[src/rtl/sbx_pkg.sv]
package sbx_pkg;
  typedef enum logic [1:0] {
    SZ_BYTE  = 2'b00,
    SZ_HALF  = 2'b01,
    SZ_WORD  = 2'b10,
    SZ_DWORD = 2'b11
  } size_e;

  localparam int BYTE_W = 8;
endpackage

[src/rtl/sbx_index_scaler.sv]
module sbx_index_scaler #(
  parameter int XLEN = 64,
  parameter int SH_W = 2
) (
  input  logic [XLEN-1:0] index_i,
  input  logic [SH_W-1:0] sel_i,
  output logic [XLEN-1:0] scaled_o
);
  localparam int NSH = 1 << SH_W;

  logic [XLEN-1:0] cand [NSH];

  // One candidate per shift amount; the minimum shift is one position.
  for (genvar k = 0; k < NSH; k++) begin : g_shift
    assign cand[k] = index_i << (k + 1);
  end

  assign scaled_o = cand[sel_i];
endmodule

[src/rtl/sbx_ea_adder.sv]
module sbx_ea_adder #(
  parameter int XLEN  = 64,
  parameter int SEL_W = 5
) (
  input  logic [SEL_W-1:0] sel_i,
  input  logic [XLEN-1:0]  base_i,
  input  logic [XLEN-1:0]  scaled_i,
  output logic [XLEN-1:0]  ea_o
);
  logic [XLEN-1:0] base_term;

  // Selector zero means "no base", independent of the register contents.
  assign base_term = (sel_i == '0) ? '0 : base_i;
  assign ea_o      = scaled_i + base_term;
endmodule

[src/rtl/sbx_req_reg.sv]
module sbx_req_reg #(
  parameter int XLEN   = 64,
  parameter int BYTE_W = 8
) (
  input  logic              clk,
  input  logic              rst,
  input  logic              load_i,
  input  logic [XLEN-1:0]   addr_i,
  input  logic [BYTE_W-1:0] data_i,
  input  logic              ack_i,
  output logic              req_o,
  output logic [XLEN-1:0]   addr_o,
  output logic [BYTE_W-1:0] data_o
);
  always_ff @(posedge clk) begin
    if (rst) begin
      req_o <= 1'b0;
    end else if (load_i) begin
      req_o <= 1'b1;
    end else if (req_o && ack_i) begin
      req_o <= 1'b0;
    end
  end

  always_ff @(posedge clk) begin
    if (load_i) begin
      addr_o <= addr_i;
      data_o <= data_i;
    end
  end

  p_hold_r7: assert property (@(posedge clk) disable iff (rst)
    (req_o && !ack_i) |=> (req_o && $stable(addr_o) && $stable(data_o)));

  p_release_r8: assert property (@(posedge clk) disable iff (rst)
    (req_o && ack_i && !load_i) |=> !req_o);
endmodule

[src/rtl/sbx_store_unit.sv]
module sbx_store_unit #(
  parameter int XLEN  = 64,
  parameter int SEL_W = 5,
  parameter int SH_W  = 2
) (
  input  logic             clk,
  input  logic             rst,
  input  logic             issue_vld,
  input  logic [SEL_W-1:0] base_sel,
  input  logic [XLEN-1:0]  base_val,
  input  logic [XLEN-1:0]  index_val,
  input  logic [SH_W-1:0]  scale_sel,
  input  logic [XLEN-1:0]  src_val,
  output logic             busy,
  output logic             mem_req,
  output logic [XLEN-1:0]  mem_addr,
  output logic [7:0]       mem_wdata,
  output logic [1:0]       mem_size,
  input  logic             mem_ack
);
  import sbx_pkg::*;

  logic            accept;
  logic [XLEN-1:0] scaled_idx;
  logic [XLEN-1:0] ea;
  logic [XLEN-9:0] unused_src_hi;

  assign unused_src_hi = src_val[XLEN-1:BYTE_W];

  sbx_index_scaler #(.XLEN(XLEN), .SH_W(SH_W)) u_scale (
    .index_i (index_val),
    .sel_i   (scale_sel),
    .scaled_o(scaled_idx)
  );

  sbx_ea_adder #(.XLEN(XLEN), .SEL_W(SEL_W)) u_add (
    .sel_i   (base_sel),
    .base_i  (base_val),
    .scaled_i(scaled_idx),
    .ea_o    (ea)
  );

  assign accept = issue_vld && !busy;

  sbx_req_reg #(.XLEN(XLEN), .BYTE_W(BYTE_W)) u_req (
    .clk   (clk),
    .rst   (rst),
    .load_i(accept),
    .addr_i(ea),
    .data_i(src_val[BYTE_W-1:0]),
    .ack_i (mem_ack),
    .req_o (mem_req),
    .addr_o(mem_addr),
    .data_o(mem_wdata)
  );

  assign busy     = mem_req;
  assign mem_size = SZ_BYTE;

  p_launch_r7: assert property (@(posedge clk) disable iff (rst)
    accept |=> mem_req);

  p_addr_capture_r1: assert property (@(posedge clk) disable iff (rst)
    accept |=> (mem_addr == $past(ea)));

  p_zero_base_r2: assert property (@(posedge clk) disable iff (rst)
    (accept && base_sel == '0) |=> (mem_addr == $past(scaled_idx)));

  p_ignore_busy_r9: assert property (@(posedge clk) disable iff (rst)
    (busy && issue_vld && !mem_ack) |=> ($stable(mem_addr) && $stable(mem_wdata)));
endmodule

[config.mk]
export PLATFORM = sky130hd
export DESIGN_NAME = sbx_store_unit
export DESIGN_NICKNAME = d
export VERILOG_FILES = /design/src/rtl/sbx_pkg.sv /design/src/rtl/sbx_index_scaler.sv /design/src/rtl/sbx_ea_adder.sv /design/src/rtl/sbx_req_reg.sv /design/src/rtl/sbx_store_unit.sv
export SDC_FILE = /design/constraint.sdc
export NUM_CORES = 1
export LEC_CHECK = 0
export ABC_AREA = 1
export BUFFER_PORTS_ARGS = -buffer_cell sky130_fd_sc_hd__buf_2
export CORE_ASPECT_RATIO = 1.1
export CORE_MARGIN = 2
export CORE_UTILIZATION = 45
export DETAILED_ROUTE_END_ITERATION = 8
export PLACE_DENSITY_LB_ADDON = 0.15
export SYNTH_ARGS = -nofsm -noshare
export SYNTH_HDL_FRONTEND = slang
export SYNTH_SLANG_ARGS = --single-unit
export TNS_END_PERCENT = 30
[constraint.sdc]
create_clock -name clk -period 6 [get_ports clk]
set_clock_uncertainty 0.1 [all_clocks]
set_input_delay 1.2 -clock clk [delete_from_list [all_inputs] [get_ports clk]]
set_output_delay 1.2 -clock clk [all_outputs]
set_load 0.02 [all_outputs]
# --- Word-level counts from Yosys, hierarchy flattened ---
# Index checks and enable logic that the tools add are counted.
# W data, S select, Z words.
totals:
  ff_bits: 73
  in_bits: 203
  out_inout_bits: 76
  elab_cells: 17
classes:
  n_addsub: 1
  n_lt_le_gt_ge: 1
  mux: 6
  n_bitwise: 1
  reduce_logical: 5
ops:
  columns: ["op", "n"]
  rows:
  - ["$mux W64", 3]
  - ["$bmux W64 S2", 1]
  - ["$add A64 B64 Y64", 1]
  - ["$logic_not A5 Y1", 1]
  - ["$ge A3 B3 Y1 const B", 1]
  - ["$not A2 Y3", 1]
  - ["$logic_and A1 B1 Y1", 2]
  - ["$mux W1", 2]
  - ["$reduce_bool A2 Y1", 1]
  - ["$logic_not A1 Y1", 1]

# --- Longest topological paths before layout ---
# Gate-level depths: netlist of the first run.
depth:
  depth_word: 5
  ltp_mapped: 19
  ltp_nobuf: 18

# --- Hierarchy ---
# From an unflattened synthesis of the first run, not the netlist that was laid out.
hier_totals:
  cells_unflattened: 1906
  hier_area_um2: 10446.3
by_module_without_submodules:
  columns: ["mod", "instances", "cells_per_inst", "area_per_inst_um2", "seq_area_each_um2"]
  rows:
  - ["sbx_ea_adder", 1, 1420, 6449.9, 0.0]
  - ["sbx_req_reg", 1, 77, 2202.1, 2182.1]
  - ["sbx_index_scaler", 1, 403, 1757.9, 0.0]
  - ["sbx_store_unit", 1, 6, 36.3, 0.0]

# --- Worst setup path after synthesis of the first run ---
# No wires, ideal clock.
synth_path:
  path_type: "input to register"
  startpoint: "in issue_vld"
  endpoint: "reg u_req.addr_o[0] (enable)"
  setup_time_ns: 0.506
  arrival_time_ns: 4.287
  required_time_ns: 5.394
  setup_slack_ns: 1.107
  path_stages: 2
  n_path_buf: 0
  path_cell_list: "inv_1 nor2_1"
synth_between:
  elab_chain_len: 1
synth_rtl:
  columns: ["element", "line", "source"]
  rows:
  - ["from (decl)", "sbx_store_unit.sv:8", "input logic issue_vld,"]
  - ["$logic_and A1 B1 Y1", "sbx_store_unit.sv:43", "assign accept = issue_vld && !busy;"]
  - ["via accept", "sbx_store_unit.sv:23", "logic accept;"]
  - ["to (signal assigned)", "sbx_req_reg.sv:27", "addr_o <= addr_i;"]
  - ["to (decl)", "sbx_req_reg.sv:12", "output logic [XLEN-1:0] addr_o,"]
# The timed path passes the listed nets, and every way through them passes these cells.
# A chain may end at the register's enable or synchronous reset.

# --- Final worst setup path of the first run ---
layout_path:
  startpoint: "in base_sel[1]"
  endpoint: "reg u_req.addr_o[61] (data pin)"
layout_between:
  elab_chain_len: 3
layout_rtl:
  columns: ["element", "line", "source"]
  rows:
  - ["from (decl)", "sbx_store_unit.sv:9", "input logic [SEL_W-1:0] base_sel,"]
  - ["$logic_not A5 Y1", "sbx_ea_adder.sv:13", "assign base_term = (sel_i == '0) ? '0 : base_i;"]
  - ["$mux W64", "sbx_ea_adder.sv:13", null]
  - ["$add A64 B64 Y64", "sbx_ea_adder.sv:14", "assign ea_o = scaled_i + base_term;"]
  - ["via ea[61]", "sbx_store_unit.sv:25", "logic [XLEN-1:0] ea;"]
# The timed path passes the listed nets, and every way through them passes these cells.

==> out/summary.txt, run 1 <==
Post_cts resized - 0
Fraction of layout cells with a size suffix above 1 - 13.5%
Final Hold Vio Count - 0
Total global routing overflow - 0
Largest net degree at the start of global routing - 74
Final setup vio count - 0
Multi-input gate area - 6090 um^2
Post-synthesis sequential area ratio - 22.0%
DRT Wirelength - 32200 um
Num ports - 279
Final period utilization - 73.3%
Arr. time, crit path - 4.40 ns
Commonest non-fill, non-tap cell in the layout - nand2_1
Worst setup EP type - flop
Worst Hold Class - flop to flop
# fillers - 2378
CTS tree - done
Setup Buffers After CTS - 0
FF+latch count, synth - 73
H-tree Lvls - 3
Clock period minus worst slack - 4.40 ns
PD cells - 211 nW/um^2
TNS Setup - 0 ns
CP startpoint - base_sel[1]
Antenna diode count - 0
Total number of yosys warnings - 0
LEAKAGE - 7.41 nW
Synth top area share - 32.8%
Max-cap violations - 0
Post-synth EDFFs - 72
Via count - 11000
Status - completed
Synthesized area - 9920 um^2
Clk root buf - clkbuf_16
Post-route worst setup slack - 1.60 ns
Layout net count - 2293
Number of global-route vias before repair - 9953
Most frequent cells in the layout - 867 x nand2_1, 403 x inv_1, 219 x buf_2
Worst vdd ir - 103 uV
Pwr Total - 2.46 mW
Hold Buf Count CTS - 0
Clock Tree Buf Depth - 2
Top_reg_cell synth - edfxtp_1
Slew margin rel. - 28.8%
Worst-path clk slew - 0.06 ns
Synth unique cells - 31
Slew Viols, Final - 0
CP Class - primary input to flop
Ys async rst share - 0%
RSZ-0062 raised after global routing - false
Initial antenna violation count - 0
Die extent in x - 146 um
Total track usage - 27.5%
WL per Instance - 13.9 um
Most area-hungry cell type in the Yosys netlist - nand2_1
Post-route DRC - 0
Pre-CTS setup slack - 1.28 ns
DP Wirelength - 28200 um
Reg-to-Reg Start - u_req.req_o
FF-to-FF setup slack - 4.36 ns
Req. time, crit path - 6.00 ns
DIE AREA - 23300 um^2
CTS Sinks - 73
Via density - 4.73
Area grow syn2layout - 17.2%
Largest fanout on the critical path - 64
Skew-Pair Late Insertion Delay - 0.33 ns
Worst Tran Pin Value - 1.06 ns
Worst setup path end - u_req.addr_o[61]
Register area - 2180 um^2
Mapped Avg Cell Area - 5.44 um^2
Chip height - 160 um
Port bufs - 219
First-pass GRT wire length - 50100 um
Row cnt - 56
Core area - 21500 um^2
Placer Congestion - 0.942
Max Freq - 227 MHz
Initial drt markers - 652
Register-to-Register Path Depth - 2
Finished Core Util - 54.0%
FF-to-FF End - u_req.addr_o[8]
Drt first pass iters - 7
ANT nets after route - 0
CP startpoint kind - primary input
Initial cell density of the core - 46.1%
Cts bufs inserted - 9
Post-Syn Instances - 1823
Top cells by area, synth - nand2_1 33%, edfxtp_1 22%, inv_1 15%
## through the flow
| step | std cells | cell area, um^2 | hold slack (ns) |
|---|---|---|---|
| finish | 2322 | 11600 | 0.424 |
| global route | 2322 | 11600 | 0.457 |
| CTS | 2322 | 11600 | 0.431 |
| detailed placement | 2306 | 11300 | 0.421 |
| global placement | 2306 | 11300 | 0.407 |
| floorplan | 1824 | 9930 | 0.457 |
## sequential cells by signal, indices dropped and copies added, names as in the netlist
register,count
u_req.addr_o,64
u_req.data_o,8
u_req.req_o,1
## cells in the mapped netlist (2+ instances only)
cell type,count
ha_1,62
buf_1,5
o21bai_1,6
a21oi_1,42
nor3_1,14
o21ai_0,69
nand4_1,14
nand3_2,6
edfxtp_1,72
nand3_1,54
nor4_2,2
nor2_2,9
nor3_2,2
xor2_1,31
clkbuf_1,25
buf_4,3
inv_1,403
buf_2,2
nand2_2,9
mux2i_1,2
a31oi_1,3
nor2_1,112
nand2_1,868
## worst max-delay path: stages
cell,delay [ns]
buf_2,0.10
nor3_1,0.22
nand2_2,0.64
nand2_1,0.22
inv_1,0.06
ha_1,0.24
fa_1,0.51
nand3_1,0.15
nand3_2,0.18
nand2_1,0.12
nand2_1,0.12
nand2_1,0.09
nand2_1,0.09
nand2_1,0.09
nand2_2,0.10
nand2_1,0.10
nand2_1,0.05
nand2_1,0.05
nand2_1,0.04
## layer usage
metal	global-route usage (%)	routed length (um)	vias to the layer above
met5	0	0	-
met4	5.84	467	0
met3	3.06	2420	25
met2	42.7	13300	367
met1	41.2	16000	4763
li1	-	-	5837
## worst min path at each step
| stage | start | to | slack (ns) | cells after the start |
|---|---|---|---|---|
| 2_1_floorplan | u_req.req_o | u_req.req_o | 0.46 | 2 |
| 3_3_place_gp | u_req.req_o | u_req.req_o | 0.41 | 2 |
| 3_5_place_dp | u_req.req_o | u_req.req_o | 0.42 | 2 |
| 4_1_cts | u_req.req_o | u_req.req_o | 0.43 | 2 |
| 5_1_grt | u_req.req_o | u_req.req_o | 0.46 | 2 |
| 6_report | u_req.req_o | u_req.req_o | 0.42 | 2 |
## logic make-up (layout without fill, tap and decap cells)
logic type	after synthesis	after routing	synth area share [%]
XOR/XNOR	32	32	2.82
flip-flops	73	73	22.0
buffers and inverters	439	647	16.7
other	1	2	0.0378
AO/OA/AOI/OAI	121	121	6.32
multiplexers	2	2	0.202
adder cells (fa/ha/maj)	63	63	8.02
AND/OR/NAND/NOR	1092	1092	43.9
## cell type report
class,count,share of cell area (%)
well taps,290,3.12
clock inverters,7,0.786
repair buffers,227,9.94
flip-flops and latches,73,18.8
inverters,404,13.0
multi-input cells,1312,52.4
clock buffers,9,1.94
## power breakdown
part | switching (mW) | total [mW] | internal [mW]
logic | 0.815 | 1.19 | 0.373
registers | 0.0145 | 0.685 | 0.670
clock network | 0.220 | 0.584 | 0.364
total | 1.05 | 2.46 | 1.41
No activity file was read; power rests on OpenSTA's default activity.
==> inputs of run 2 (changes only) <==
- clock period: 6 -> 4.48 ns (I/O delays scaled with it)
==> out/summary.txt, run 2 (synthesis gave the netlist of run 1 again) <==
Via density - 4.71 (-0.50%)
Finished Core Util - 53.9% (-0.11 points)
CTS Sinks - 73 (unchanged)
Area grow syn2layout - 16.9%
Post-route cell area - 11600 um^2 (-0.20%)
CP Class - primary input to flop
Num ports - 279 (unchanged)
Worst-path clk slew - 0.05 ns (about the same)
WL per Instance - 13.5 um (-2.5%)
Final period utilization - 81.2%
Final setup vio count - 0 (unchanged)
Clk root buf - clkbuf_16
Core area - 21500 um^2 (unchanged)
CTS tree - done
RSZ-0062 raised after global routing - false
Slew margin rel. - 41.6% (+13 points)
Clock period minus worst slack - 3.64 ns
Worst Tran Pin Value - 0.876 ns (-0.188 ns)
ANT nets after route - 0 (unchanged)
Arr. time, crit path - 3.63 ns (-0.77 ns)
Hold Buf Count CTS - 0 (unchanged)
Hold WS - 0.432 ns (+0.00789 ns)
Fraction of layout cells with a size suffix above 1 - 13.4% (-0.049 points)
Placer Congestion - 0.935 (-0.77%)
Most frequent cells in the layout - 867 x nand2_1, 403 x inv_1, 219 x buf_2
Final Hold Vio Count - 0 (unchanged)
Total global routing overflow - 0 (unchanged)
Number of global-route vias before repair - 9704 (-2.5%)
DIE AREA - 23300 um^2 (unchanged)
Via count - 10900 (-0.50%)
Post_cts resized - 0 (unchanged)
Worst setup EP type - flop
Port bufs - 219 (unchanged)
Antenna diode count - 0 (unchanged)
Top flop regs - u_req.addr_o: 64 flops, u_req.data_o: 8 flops, u_req.req_o: 1 flops
DP Area - 11300 um^2 (+0.29%)
PD cells - 272 nW/um^2 (+29%)
Largest fanout on the critical path - 26 (-59%)
Status - completed
Req. time, crit path - 4.48 ns (-1.52 ns)
Largest register FFs - 64 (unchanged)
Largest net degree at the start of global routing - 74 (unchanged)
Post-route DRC - 0 (unchanged)
LEAKAGE - 7.39 nW (-0.16%)
CP startpoint kind - primary input
Worst vdd ir - 156 uV (+52%)
Die extent in x - 146 um (unchanged)
H-tree Lvls - 3 (unchanged)
TNS Setup - 0 ns (unchanged)
Initial cell density of the core - 46.1% (unchanged)
Inst Count DP - 2307 (+0.043%)
Total track usage - 26.9% (-0.66 points)
Setup Buffers After CTS - 0 (unchanged)
Max-cap violations - 0 (unchanged)
Post-route worst setup slack - 0.843 ns (-0.759 ns)
Row cnt - 56 (unchanged)
Clock Tree Buf Depth - 2 (unchanged)
Initial antenna violation count - 0 (unchanged)
Drt first pass iters - 6 (-1)
Layout net count - 2294 (+0.044%)
Commonest non-fill, non-tap cell in the layout - nand2_1
Worst Hold Class - flop to flop
Slew Viols, Final - 0 (unchanged)
First-pass GRT wire length - 49100 um (-2.0%)
DRT Wirelength - 31400 um (-2.5%)
Cts bufs inserted - 9 (unchanged)
Initial drt markers - 716 (+9.8%)
Pre-CTS setup slack - 0.484 ns (-0.795 ns)
Skew-Pair Late Insertion Delay - 0.34 ns (about the same)
Cell Count, Final, Fillers Out - 2322 (unchanged)
Max Freq - 275 MHz
DP Wirelength - 27600 um (-2.2%)
Pwr Total - 3.15 mW (+28%)
Chip height - 160 um (unchanged)
Reg with most FFs - u_req.addr_o
-- run 2: cell type report --
cell class                 instances  area, um^2
tap                              290         363
inverter                         404        1520
fill                            2405        9910
timing repair buffer             228        1190
sequential                        73        2180
clock inverter                     6        35.0
clock buffer                       9         225
multi-input combinational       1312        6090
-- run 2: report_power, final --
part / internal [mW] / leakage (nW) / total, mW / switching (mW)
Clock: 0.368 / 0.131 / 0.652 / 0.284
Combinational: 0.501 / 6.56 / 1.58 / 1.08
Sequential: 0.898 / 0.703 / 0.919 / 0.0205
-- run 2: path summary, 6_finish.rpt --
check	from	endpoint	slack, ns	depth (start not counted)
hold reg to reg	u_req.req_o	u_req.req_o	0.43	2
hold / removal	u_req.req_o	u_req.req_o	0.43	2
setup / recovery	base_sel[1]	u_req.addr_o[55]	0.84	17
setup reg to reg	u_req.req_o	u_req.addr_o[12]	2.84	2
-- run 2: worst max-delay path, cell delays in order --
cell     delay [ns]
buf_2          0.10
nor3_1         0.22
nand2_2        0.32
nand2_1        0.14
inv_1          0.05
ha_1           0.24
fa_1           0.49
nand3_1        0.14
nand3_2        0.16
nand2_1        0.10
nand2_1        0.10
nand2_1        0.08
nand3_1        0.23
nand2_1        0.16
nand3_1        0.08
nand2_1        0.06
nand2_1        0.05
-- run 2: layer usage --
layer	GRT usage, %	vias up	part of all wire [%]
met5	0	-	0
met4	7.35	0	2.6
met3	3.11	46	7.9
met2	39.9	375	40
met1	41.0	4677	50
li1	-	5839	-
==> inputs of run 3 (changes only) <==
- clock period: 4.48 -> 3.65 ns (I/O delays scaled with it)
==> out/summary.txt, run 3 (synthesis gave the netlist of run 1 again) <==
RSZ-0062 raised after global routing - false
Arr. time, crit path - 3.19 ns (-0.44 ns)
Worst Tran Pin Value - 0.594 ns (-0.282 ns)
Commonest non-fill, non-tap cell in the layout - nand2_1
Most used cell, CP - nand2_1
Num ports - 279 (unchanged)
Pre-CTS setup slack - 0.136 ns (-0.348 ns)
Row cnt - 56 (unchanged)
Slew Viols, Final - 0 (unchanged)
Largest stage delay, worst path - 0.38 ns (-0.11 ns)
Via density - 4.67 (-0.88%)
Initial drt markers - 787 (+9.9%)
Post_cts resized - 0 (unchanged)
Worst Hold Class - flop to flop
# fillers - 2359 (-1.9%)
Core area - 21500 um^2 (unchanged)
WL per Instance - 13.5 um (-0.56%)
Largest fanout on the critical path - 32 (+23%)
H-tree Lvls - 3 (unchanged)
First-pass GRT wire length - 49900 um (+1.6%)
Final setup vio count - 0 (unchanged)
Largest register FFs - 64 (unchanged)
Req. time, crit path - 3.65 ns (-0.83 ns)
Worst setup EP type - flop
Crit-path slowest cell - o21ai_0
TNS Setup - 0 ns (unchanged)
Cell Count, Final, Fillers Out - 2338 (+0.69%)
Top flop regs - u_req.addr_o: 64 flops, u_req.data_o: 8 flops, u_req.req_o: 1 flops
Final period utilization - 87.5%
CP startpoint kind - primary input
Number of global-route vias before repair - 9910 (+2.1%)
Initial cell density of the core - 46.1% (unchanged)
DRT Wirelength - 31500 um (+0.13%)
Chip height - 160 um (unchanged)
Post-route DRC - 0 (unchanged)
DP Wirelength - 27600 um (+0.21%)
Placer Congestion - 0.937 (+0.24%)
Clock Tree Buf Depth - 2 (unchanged)
Area grow syn2layout - 19.3%
Drt first pass iters - 6 (unchanged)
Worst vdd ir - 261 uV (+67%)
Reg with most FFs - u_req.addr_o
Total track usage - 27.2% (+0.33 points)
PD cells - 349 nW/um^2 (+28%)
Post-route worst setup slack - 0.455 ns (-0.387 ns)
Critical path buffer and inverter count - 3 (+1)
CTS Sinks - 73 (unchanged)
Most frequent cells in the layout - 867 x nand2_1, 403 x inv_1, 219 x buf_2
Max Freq - 313 MHz
Crit-path leading delay family - compound AO/OA/AOI/OAI gates
LEAKAGE - 7.52 nW (+1.7%)
CTS tree - done
Clock period minus worst slack - 3.19 ns
ANT nets after route - 0 (unchanged)
Antenna diode count - 0 (unchanged)
Worst-path clk slew - 0.06 ns (about the same)
Slew margin rel. - 60.1% (+19 points)
Critical-path cell list - buf_2 > clkinv_1 > buf_4 > o21ai_0 > nand2_1 > o21ai_0 > ha_1 > a21oi_1 > nand2_1 > a21oi_1 > nand2_1 > a21oi_1 > nand2_1 > nand2_1 > nand2_1
Setup Buffers After CTS - 0 (unchanged)
Largest net degree at the start of global routing - 67 (-9.5%)
Clk root buf - clkbuf_16
CP Class - primary input to flop
Skew-Pair Late Insertion Delay - 0.33 ns (about the same)
Finished Core Util - 55.0% (+1.1 points)
Die extent in x - 146 um (unchanged)
DIE AREA - 23300 um^2 (unchanged)
Pwr Total - 4.13 mW (+31%)
Cts bufs inserted - 9 (unchanged)
Inst Count DP - 2322 (+0.65%)
Hold Buf Count CTS - 0 (unchanged)
Total global routing overflow - 0 (unchanged)
Status - completed
Port bufs - 219 (unchanged)
Layout net count - 2309 (+0.65%)
Fraction of layout cells with a size suffix above 1 - 14.2% (+0.73 points)
Max-cap violations - 0 (unchanged)
Via count - 10900 (-0.19%)
Initial antenna violation count - 0 (unchanged)
Final Hold Vio Count - 0 (unchanged)
## run 3: cell count changes in the layout (fill, tap and decap cells not counted), sizes merged
cell	change
clkinv	-4
buf	+15
bufinv	+3
clkbuf	+1
inv	+1
## run 3: tightest hold or removal path: stages (launching register included)
cell and delay, ns:
dfxtp_1 0.35, nand2_1 0.08, a21oi_1 0.05
## run 3: cell type report
cell class                 count  area [um^2]  share of cell area, %
clock buffer                  10          229                   1.93
clock inverter                 6          113                  0.952
inverter                     404         1520                   12.8
multi-input combinational   1312         6090                   51.5
sequential                    73         2180                   18.4
tap                          290          363                   3.07
timing repair buffer         243         1340                   11.3
## run 3: per-stage QoR
stage	area, um^2	hold WS, ns
finish	11800	0.423
global route	11800	0.450
CTS	11800	0.432
detailed placement	11500	0.424
global placement	11500	0.406
floorplan	9930	0.466
## run 3: report_power, final
part	switching, mW	internal, mW
logic	1.33	0.642
registers	0.0246	1.10
clock network	0.360	0.672
## run 3: worst paths after layout
| path | cells after the start | to | from | slack [ns] |
|---|---|---|---|---|
| worst max-delay path | 15 | u_req.addr_o[61] | scale_sel[0] | 0.46 |
| worst min-delay path | 2 | u_req.req_o | u_req.req_o | 0.42 |
| worst max register to register | 2 | u_req.addr_o[8] | u_req.req_o | 1.96 |
| worst min register to register | 2 | u_req.req_o | u_req.req_o | 0.42 |
## run 3: per-layer routing
layer	share of wire, %	track usage [%]
met1	51	40.9
met2	41	41.3
met5	0	0
met3	6.6	3.26
met4	2.1	6.95
